===== src/rtl/sercfg_pkg.sv =====
package sercfg_pkg;
  // Fill pattern for word k; callers truncate to their word width.
  function automatic logic [31:0] fill_word(input int unsigned k, input int unsigned seed);
    return 32'(k * 37 + seed);
  endfunction
endpackage


===== src/rtl/sercfg_por.sv =====
module sercfg_por #(
  parameter int POR_CYCLES = 16
) (
  input  logic clk,
  input  logic rst,
  output logic hold
);
  localparam int CW = $clog2(POR_CYCLES + 1);
  logic [CW-1:0] cnt;

  always_ff @(posedge clk) begin
    if (rst) begin
      cnt  <= '0;
      hold <= 1'b1;
    end else if (hold) begin
      if (cnt == CW'(POR_CYCLES - 1)) hold <= 1'b0;
      else                            cnt  <= cnt + 1'b1;
    end
  end


  ready_stays_chk: assert property (@(posedge clk) disable iff (rst) !hold |=> !hold);
endmodule


===== src/rtl/sercfg_array.sv =====
module sercfg_array #(
  parameter int WORD_W     = 8,
  parameter int DEPTH_BITS = 1024,
  parameter int SEED       = 17
) (
  input  logic                          clk,
  input  logic                          rst,
  input  logic [$clog2(DEPTH_BITS)-1:0] rd_ptr,
  output logic                          rd_bit
);
  import sercfg_pkg::*;
  localparam int N_WORDS = DEPTH_BITS / WORD_W;
  localparam int AW      = $clog2(DEPTH_BITS);
  localparam int WB      = $clog2(WORD_W);

  logic [WORD_W-1:0] mem [N_WORDS];
  logic [WORD_W-1:0] word;

  always_ff @(posedge clk) begin
    if (rst) begin
      for (int i = 0; i < N_WORDS; i++)
        mem[i] <= WORD_W'(fill_word(i, SEED));
    end
  end

  // Most significant bit first: bit offset b maps to index WORD_W-1-b.
  always_comb begin
    word   = mem[rd_ptr[AW-1:WB]];
    rd_bit = word[~rd_ptr[WB-1:0]];
  end
endmodule


===== src/rtl/sercfg_seq.sv =====
module sercfg_seq #(
  parameter int DEPTH_BITS = 1024,
  parameter bit RST_HIGH   = 1'b1
) (
  input  logic                          clk,
  input  logic                          rst,
  input  logic                          ready,
  input  logic                          ser_en,
  input  logic                          ce_n,
  input  logic                          rst_oe,
  output logic [$clog2(DEPTH_BITS)-1:0] ptr,
  output logic [$clog2(DEPTH_BITS)-1:0] ptr_d,
  output logic                          done,
  output logic                          data_oe,
  output logic                          ceo_n
);
  localparam int            AW   = $clog2(DEPTH_BITS);
  localparam logic [AW-1:0] LAST = AW'(DEPTH_BITS - 1);

  logic active, rst_lvl, rst_hit, adv, done_d;

  always_comb begin
    active  = ready & ser_en;
    rst_lvl = (rst_oe == RST_HIGH);
    rst_hit = active & rst_lvl;
    adv     = active & ~rst_lvl & ~ce_n & ~done;
    ptr_d   = ptr;
    done_d  = done;
    if (rst_hit) begin
      ptr_d  = '0;
      done_d = 1'b0;
    end else if (adv) begin
      if (ptr == LAST) done_d = 1'b1;
      else             ptr_d  = ptr + 1'b1;
    end
    data_oe = active & ~ce_n & ~rst_lvl & ~done;
    ceo_n   = ~(active & done & ~ce_n & ~rst_lvl);
  end

  always_ff @(posedge clk) begin
    if (rst) begin
      ptr  <= '0;
      done <= 1'b0;
    end else begin
      ptr  <= ptr_d;
      done <= done_d;
    end
  end


  clear_on_reset_chk: assert property (@(posedge clk) disable iff (rst)
    (ready && ser_en && (rst_oe == RST_HIGH)) |=> (ptr == '0) && !done);

  standby_hold_chk: assert property (@(posedge clk) disable iff (rst)
    (ready && ser_en && ce_n && (rst_oe != RST_HIGH)) |=> (ptr == $past(ptr)));

  prog_hold_chk: assert property (@(posedge clk) disable iff (rst)
    (ready && !ser_en) |=> (ptr == $past(ptr)) && (done == $past(done)));

  last_bit_chk: assert property (@(posedge clk) disable iff (rst)
    $rose(done) |-> ($past(ptr) == LAST));
endmodule


===== src/rtl/sercfg_rom.sv =====
module sercfg_rom #(
  parameter int WORD_W     = 8,
  parameter int DEPTH_BITS = 1024,
  parameter int SEED       = 17,
  parameter int POR_CYCLES = 16,
  parameter bit RST_HIGH   = 1'b1
) (
  input  logic clk,
  input  logic rst,
  input  logic ce_n,
  input  logic rst_oe,
  input  logic ser_en,
  output logic data_o,
  output logic data_oe,
  output logic ceo_n,
  output logic ready_low
);
  localparam int AW = $clog2(DEPTH_BITS);

  logic [AW-1:0] ptr, ptr_d;
  logic          done, rd_bit, data_q;

  sercfg_por #(.POR_CYCLES(POR_CYCLES)) u_por (
    .clk(clk), .rst(rst), .hold(ready_low)
  );

  sercfg_seq #(.DEPTH_BITS(DEPTH_BITS), .RST_HIGH(RST_HIGH)) u_seq (
    .clk(clk), .rst(rst), .ready(~ready_low), .ser_en(ser_en), .ce_n(ce_n),
    .rst_oe(rst_oe), .ptr(ptr), .ptr_d(ptr_d), .done(done),
    .data_oe(data_oe), .ceo_n(ceo_n)
  );

  sercfg_array #(.WORD_W(WORD_W), .DEPTH_BITS(DEPTH_BITS), .SEED(SEED)) u_array (
    .clk(clk), .rst(rst), .rd_ptr(ptr_d), .rd_bit(rd_bit)
  );

  // Prefetch: the register always holds the bit at the pointer's next value.
  always_ff @(posedge clk) begin
    if (rst) data_q <= 1'b0;
    else     data_q <= rd_bit;
  end

  assign data_o = data_q;


  ptr_step_chk: assert property (@(posedge clk) disable iff (rst)
    (ptr != $past(ptr)) |-> ((ptr == $past(ptr) + 1'b1) || (ptr == '0)));

  quiet_in_por_chk: assert property (@(posedge clk) disable iff (rst)
    ready_low |-> (!data_oe && ceo_n));

  ceo_needs_done_chk: assert property (@(posedge clk) disable iff (rst)
    !ceo_n |-> done);
endmodule


===== config.mk =====
export PLATFORM = sky130hd
export DESIGN_NAME = sercfg_rom
export DESIGN_NICKNAME = d
export VERILOG_FILES = /design/src/rtl/sercfg_pkg.sv /design/src/rtl/sercfg_por.sv /design/src/rtl/sercfg_array.sv /design/src/rtl/sercfg_seq.sv /design/src/rtl/sercfg_rom.sv
export SDC_FILE = /design/constraint.sdc
export NUM_CORES = 1
export LEC_CHECK = 0
export BUFFER_PORTS_ARGS = -buffer_cell sky130_fd_sc_hd__buf_4
export CAP_MARGIN = 25
export CORE_MARGIN = 2
export CORE_UTILIZATION = 45
export DETAILED_ROUTE_END_ITERATION = 10
export GPL_TIMING_DRIVEN = 0
export PLACE_DENSITY = 0.72
export SLEW_MARGIN = 20
export SYNTH_ARGS = -nofsm -noshare
export SYNTH_HDL_FRONTEND = slang
export SYNTH_SLANG_ARGS = --single-unit
export TNS_END_PERCENT = 20

===== constraint.sdc =====
create_clock -name clk -period 3.93 [get_ports clk]
set_input_delay 0.1965 -clock clk [delete_from_list [all_inputs] [get_ports clk]]
set_output_delay 0.1965 -clock clk [all_outputs]
set_load 0.05 [all_outputs]

=== After elaboration in Yosys (flattened, before gate mapping) ===
Memories as Yosys holds them, arrays and structs flattened.
Index checks and enable logic that the tools add are counted.

* Memories kept: 1
* Flip-flop bits (word level): 18
* Word-level logic and storage cells: 41
* Memory bits (writable): 1024
* Output and inout bits: 4

* Bitwise operators: 18
* Add/subtract/negate cells: 2
* Reduce and logical (&&, ||, !) cells: 3
* Magnitude comparators: 1
* Multiplexer cells: 9
* Equality and inequality tests: 2

{| class="wikitable"
|+ Memory list
! memory !! depth !! width !! read ports !! clocked after memory_dff !! write ports !! RTL line !! RTL
|-
| u_array.mem || 128 || 8 || 1 || 0 || 128 || sercfg_array.sv:16 || <nowiki>logic [WORD_W-1:0] mem [N_WORDS];</nowiki>
|}

{| class="wikitable"
|+ Operators with widths
! operator !! number
|-
| 2-to-1 mux 10 bit || 3
|-
| bitwise AND 1 bit || 11
|-
| adder 10 x 1 -> 10 bit, second input constant || 1
|-
| equality test 10 bit, second input constant || 1
|-
| NOT 1 bit || 6
|-
| adder 5 x 1 -> 5 bit, second input constant || 1
|-
| equality test 5 x 4 -> 1 bit, second input constant || 1
|-
| 2-to-1 mux 1 bit || 5
|-
| < comparator 3 x 4 -> 1 bit, second input constant || 1
|-
| AND reduction 2 bit || 2
|-
| binary-select mux 1 bit (select 3 bit) || 1
|-
| NOT 3 bit || 1
|-
| OR reduction 2 bit || 1
|}

=== Longest topological paths before layout ===
* Depth in word-level cells: 10
* Depth in mapped cells: 15
* Gate-level depth less buffers: 14

=== Hierarchy ===
Synthesis repeated with hierarchy kept, for this count alone.

* Cells, all modules: 253
* Area total of the unflattened synthesis: 1901.8 um^2

{| class="wikitable"
|+ Modules (own cells, without submodules)
! module !! area an instance (um^2) !! times used !! cells an instance
|-
| sercfg_array || 842.1 || 1 || 131
|-
| sercfg_seq || 732.0 || 1 || 93
|-
| sercfg_por || 290.3 || 1 || 26
|-
| sercfg_rom || 37.5 || 1 || 3
|}

=== Worst setup path before layout ===
Ideal clock, no wire load.

* Path type: register to register
* Start: register u_por.hold
* End: register data_q (netlist: data_o)
* Path slack: 505 ps
* Library setup time: 79 ps
* Data required time: 3851 ps
* Stages on the path, launching flop included: 14
* Arrival: 3346 ps
* Path through: dfxtp_1 -> or4b_4 -> buf_6 -> o31a_1 -> a211oi_2 -> inv_1 -> ha_1 -> clkbuf_1 -> o31a_1 -> o22ai_2 -> o21ai_1 -> a21oi_1 -> a211oi_2 -> a211oi_2

* Longest elaborated chain between the ends: 10

{| class="wikitable"
|+ Ends and longest elaborated chain
! what !! RTL line !! RTL
|-
| from (decl) || sercfg_por.sv:6 || <nowiki>output logic hold</nowiki>
|-
| from (signal assigned) || sercfg_por.sv:14 || <nowiki>hold <= 1'b1;</nowiki>
|-
| from (signal assigned) || sercfg_por.sv:16 || <nowiki>if (cnt == CW'(POR_CYCLES - 1)) hold <= 1'b0;</nowiki>
|-
| NOT 1 bit (*) || sercfg_rom.sv:28 || <nowiki>.clk(clk), .rst(rst), .ready(~ready_low), .ser_en(ser_en), .ce_n(ce_n),</nowiki>
|-
| bitwise AND 1 bit (*) || sercfg_seq.sv:23 || <nowiki>active = ready & ser_en;</nowiki>
|-
| bitwise AND 1 bit (3 in series) || sercfg_seq.sv:26 || <nowiki>adv = active & ~rst_lvl & ~ce_n & ~done;</nowiki>
|-
| 2-to-1 mux 10 bit || sercfg_seq.sv:32 || <nowiki>end else if (adv) begin</nowiki>
|-
| 2-to-1 mux 10 bit (*) || sercfg_seq.sv:29 || <nowiki>if (rst_hit) begin</nowiki>
|-
| net ptr_d[3] || sercfg_rom.sv:20 || <nowiki>logic [AW-1:0] ptr, ptr_d;</nowiki>
|-
| memory read (128 x 8 bit) (*) || -- ||
|-
| binary-select mux 1 bit (select 3 bit) (*) || sercfg_array.sv:29 || <nowiki>rd_bit = word[~rd_ptr[WB-1:0]];</nowiki>
|-
| 2-to-1 mux 1 bit (implied by the code) (*) || sercfg_array.sv:29 ||
|-
| to (signal assigned) || sercfg_rom.sv:40 || <nowiki>else data_q <= rd_bit;</nowiki>
|-
| to (decl) || sercfg_rom.sv:21 || <nowiki>logic done, rd_bit, data_q;</nowiki>
|}

The timed path passes the listed nets; every way through them passes the cells marked *. The select of a mux whose other input is x is not followed.
A chain may end at the register's enable or synchronous reset.

=== Final worst setup path ===
Ends and elaborated chain as after synthesis.

==> results.md <==
- TritonCTS buffer count: 3
- Final Hold Fails: 0
- Cell Area, Placed: 1980 um^2
- Share of layout cells above drive strength 1: 0.209
- Critical path's top delay family: simple AND/OR/NAND/NOR gates
- Ant diodes: 0
- Net Count, Synth: 255
- Bufs and invs on worst path: 3
- Die Height: 68.3 um
- RePlAce Congestion: between 0.9 and 1
- Mapped cell area: 1860 um^2
- Number of global-route vias before repair: 1666
- H-tree depth: 1
- Arr. time, crit path: between 3 and 4 ns
- Synth Instances: 242
- Routed WL: 4940 um
- Critical path's most frequent cell: a211oi_2
- Max Cap Viol: 0
- Post-cts sizing count: 0
- Register area: 360 um^2
- CP required: 4.10 ns
- DIE AREA: 4660 um^2
- CTS tree: done
- First-pass GRT wire length: 8070 um
- Root buffer cell: clkbuf_8
- Final Skew: 0.000808 ns
- Most frequent cells in the layout: 22 x nor2_1, 19 x nand2_1, 18 x dfxtp_1
- Avg Synthesized Cell Area: 7.68 um^2
- Top FF cell, synth: dfxtp_1
- # DRC: 0
- Row count: 23
- Initial antenna violation count: 0
- Starting DRT DRC Count: 152
- Detail Placement HPWL: about 3700 um
- Post-layout net count: approximately 270
- DR WL/cell: 16.2 um
- Worst skew pair latency: 0.25 ns
- Most common cell after layout, fill and taps aside: nor2_1
- Slew at the pin closest to its max-slew limit: between 0.6 and 0.7 ns
- Port Buf Inserts: 8
- Final slew viol count: 0
- Cell Count, Final, Fillers Out: ~300
- Sequential share of the synthesized area: 0.194
- CP peak stage delay: 0.56 ns
- Tot Pwr: 0.000351 W
- Post-CTS setup buffers: 0
- Worst Hold Class: input pin to flop
- Post-synth cell types: between 60 and 70
- CP Class: flop to flop
- Post-route setup TNS: 0 ns
- Leakage: 0.719 nW
- Rel. slew slack: 0.558
- Core area: 4000 um^2
- Hold buffers post-CTS: 0
- Worst setup EP type: flop
- Highest Clock Rate: between 200 and 300 MHz
- Remaining antenna violation count: 0
- Via density per instance: 6.31
- Fill cells: 409
- Initial Util: 0.465
- Fin crit period: between 3 and 4 ns
- Clk pin slew, worst setup/hold paths: 0.07 ns
- Unrepaired setup endpoints after global routing: false
- Worst-path cell with the longest stage delay: or4b_4
- Yosys warns: 0
- Fin crit share: 0.952
- Tot GR Track Use: 0.227
- Die W: ~68 um
- Post-synth EDFFs: 0
- Crit path cell chain: or4b_4 -> buf_6 -> nor3_4 -> nand3_1 -> nand2_2 -> clkinv_1 -> ha_1 -> clkbuf_1 -> a22oi_1 -> xnor2_1 -> o22ai_1 -> a211oi_2 -> a211oi_2 -> a211oi_2
- Clock Tree Buf Depth: 2
- Clk sinks: 18
- Worst vdd ir: 315 uV
- #FFs+latches synth: 18
- Startpoint types: flop
- Total I/O pin count: 9
- Placed Cells: 300
- Worst-path fanout max: 11
- Final setup viols: 0
- Status: finished clean
- Fraction of registers with async set/reset: 0
- Final Cell Area: approximately 2000 um^2
- Via Count: 1917
- Gr ovfl total: 0
- Area of the multi-input gates: around 1400 um^2
- PD cells: 172 nW/um^2
- Drt pass-1 iters: 4
- Synth-to-Final Area Change: 9.96%
- Largest net degree at the start of global routing: 12
[synthesized netlist by cell type (all sizes together) (4+ instances only)]
library cell	n	share of area
inv	9	0.018
a211oi	8	0.046
buf	9	0.034
mux2i	5	0.027
o22ai	6	0.024
a31oi	7	0.024
o211ai	4	0.016
nor2	24	0.051
o21ai	16	0.045
xnor2	4	0.023
dfxtp	18	0.19
ha	8	0.054
clkbuf	8	0.017
a21oi	15	0.046
nor4	4	0.022
nand2	21	0.045
nor3	12	0.044
nand3	11	0.030
[worst reg2reg max path: cells and delay by family (launching register included)]
kind / cells / cell delay (ns)
flip-flops: 1 / 0.37
buffers and inverters: 3 / 0.70
AO/OA/AOI/OAI: 5 / 0.94
XOR/XNOR: 1 / 0.14
adder cells (fa/ha/maj): 1 / 0.31
AND/OR/NAND/NOR: 4 / 1.21
[logic make-up after synthesis]
kind of cell    count (synthesis)  share of synthesized area
simple gates                   91                      0.267
compound gates                 85                      0.343
buf+inv                        27                     0.0707
flops                          18                      0.194
fa+ha+maj                       8                     0.0538
mux                             7                     0.0390
xor+xnor                        6                     0.0323
[layer usage]
| metal | wire (um) | share of wire | track usage |
|---|---|---|---|
| met5 | 0 | 0 | 0 |
| met4 | 91 | 0.018 | 0.0600 |
| met3 | 279 | 0.057 | 0.0214 |
| met2 | 2280 | 0.46 | 0.380 |
| met1 | 2290 | 0.46 | 0.311 |
[path summary, 6_finish.rpt]
path           startpoint            to  slack, ns  depth (start not counted)
max reg2reg    u_por.hold        data_o       0.19                         14
min                   rst  u_por.cnt[4]       0.16                          2
min reg2reg  u_por.cnt[4]  u_por.cnt[4]       0.50                          2
max            u_por.hold        data_o       0.19                         14
[area by class of cell]
class / instances / area share
multi-input cells: 197 / 0.673
flip-flops and latches: 18 / 0.176
plain buffers: 17 / 0.0459
inverters: 10 / 0.0184
clock buffers: 4 / 0.0269
well taps: 50 / 0.0306
repair buffers: 8 / 0.0294
[state kept, by name, indices dropped and copies added, names as in the netlist]
| register | cells |
|---|---|
| u_seq.ptr | 10 |
| u_por.cnt | 5 |
| data_o | 1 |
| u_por.hold | 1 |
| u_seq.done | 1 |
[stage by stage]
stage	utilization	setup slack [ns]	hold WS [ns]
after floorplan	-	0.505	0.269
after global placement	0.495	0.134	0.422
after detailed placement	0.495	0.106	0.423
after CTS	0.509	0.0727	0.160
after global routing	0.511	0.0141	0.163
final	0.511	0.187	0.161
[where the power goes]
group | leakage [nW] | switching (W) | internal, W
Sequential | 0.146 | 0.00000228 | 0.000185
Clock | 0.0288 | 0.0000600 | 0.0000889
Combinational | 0.545 | 0.00000780 | 0.00000698
Total | 0.719 | 0.0000701 | 0.000281
Note: power is estimated with default switching activity, not from simulation.
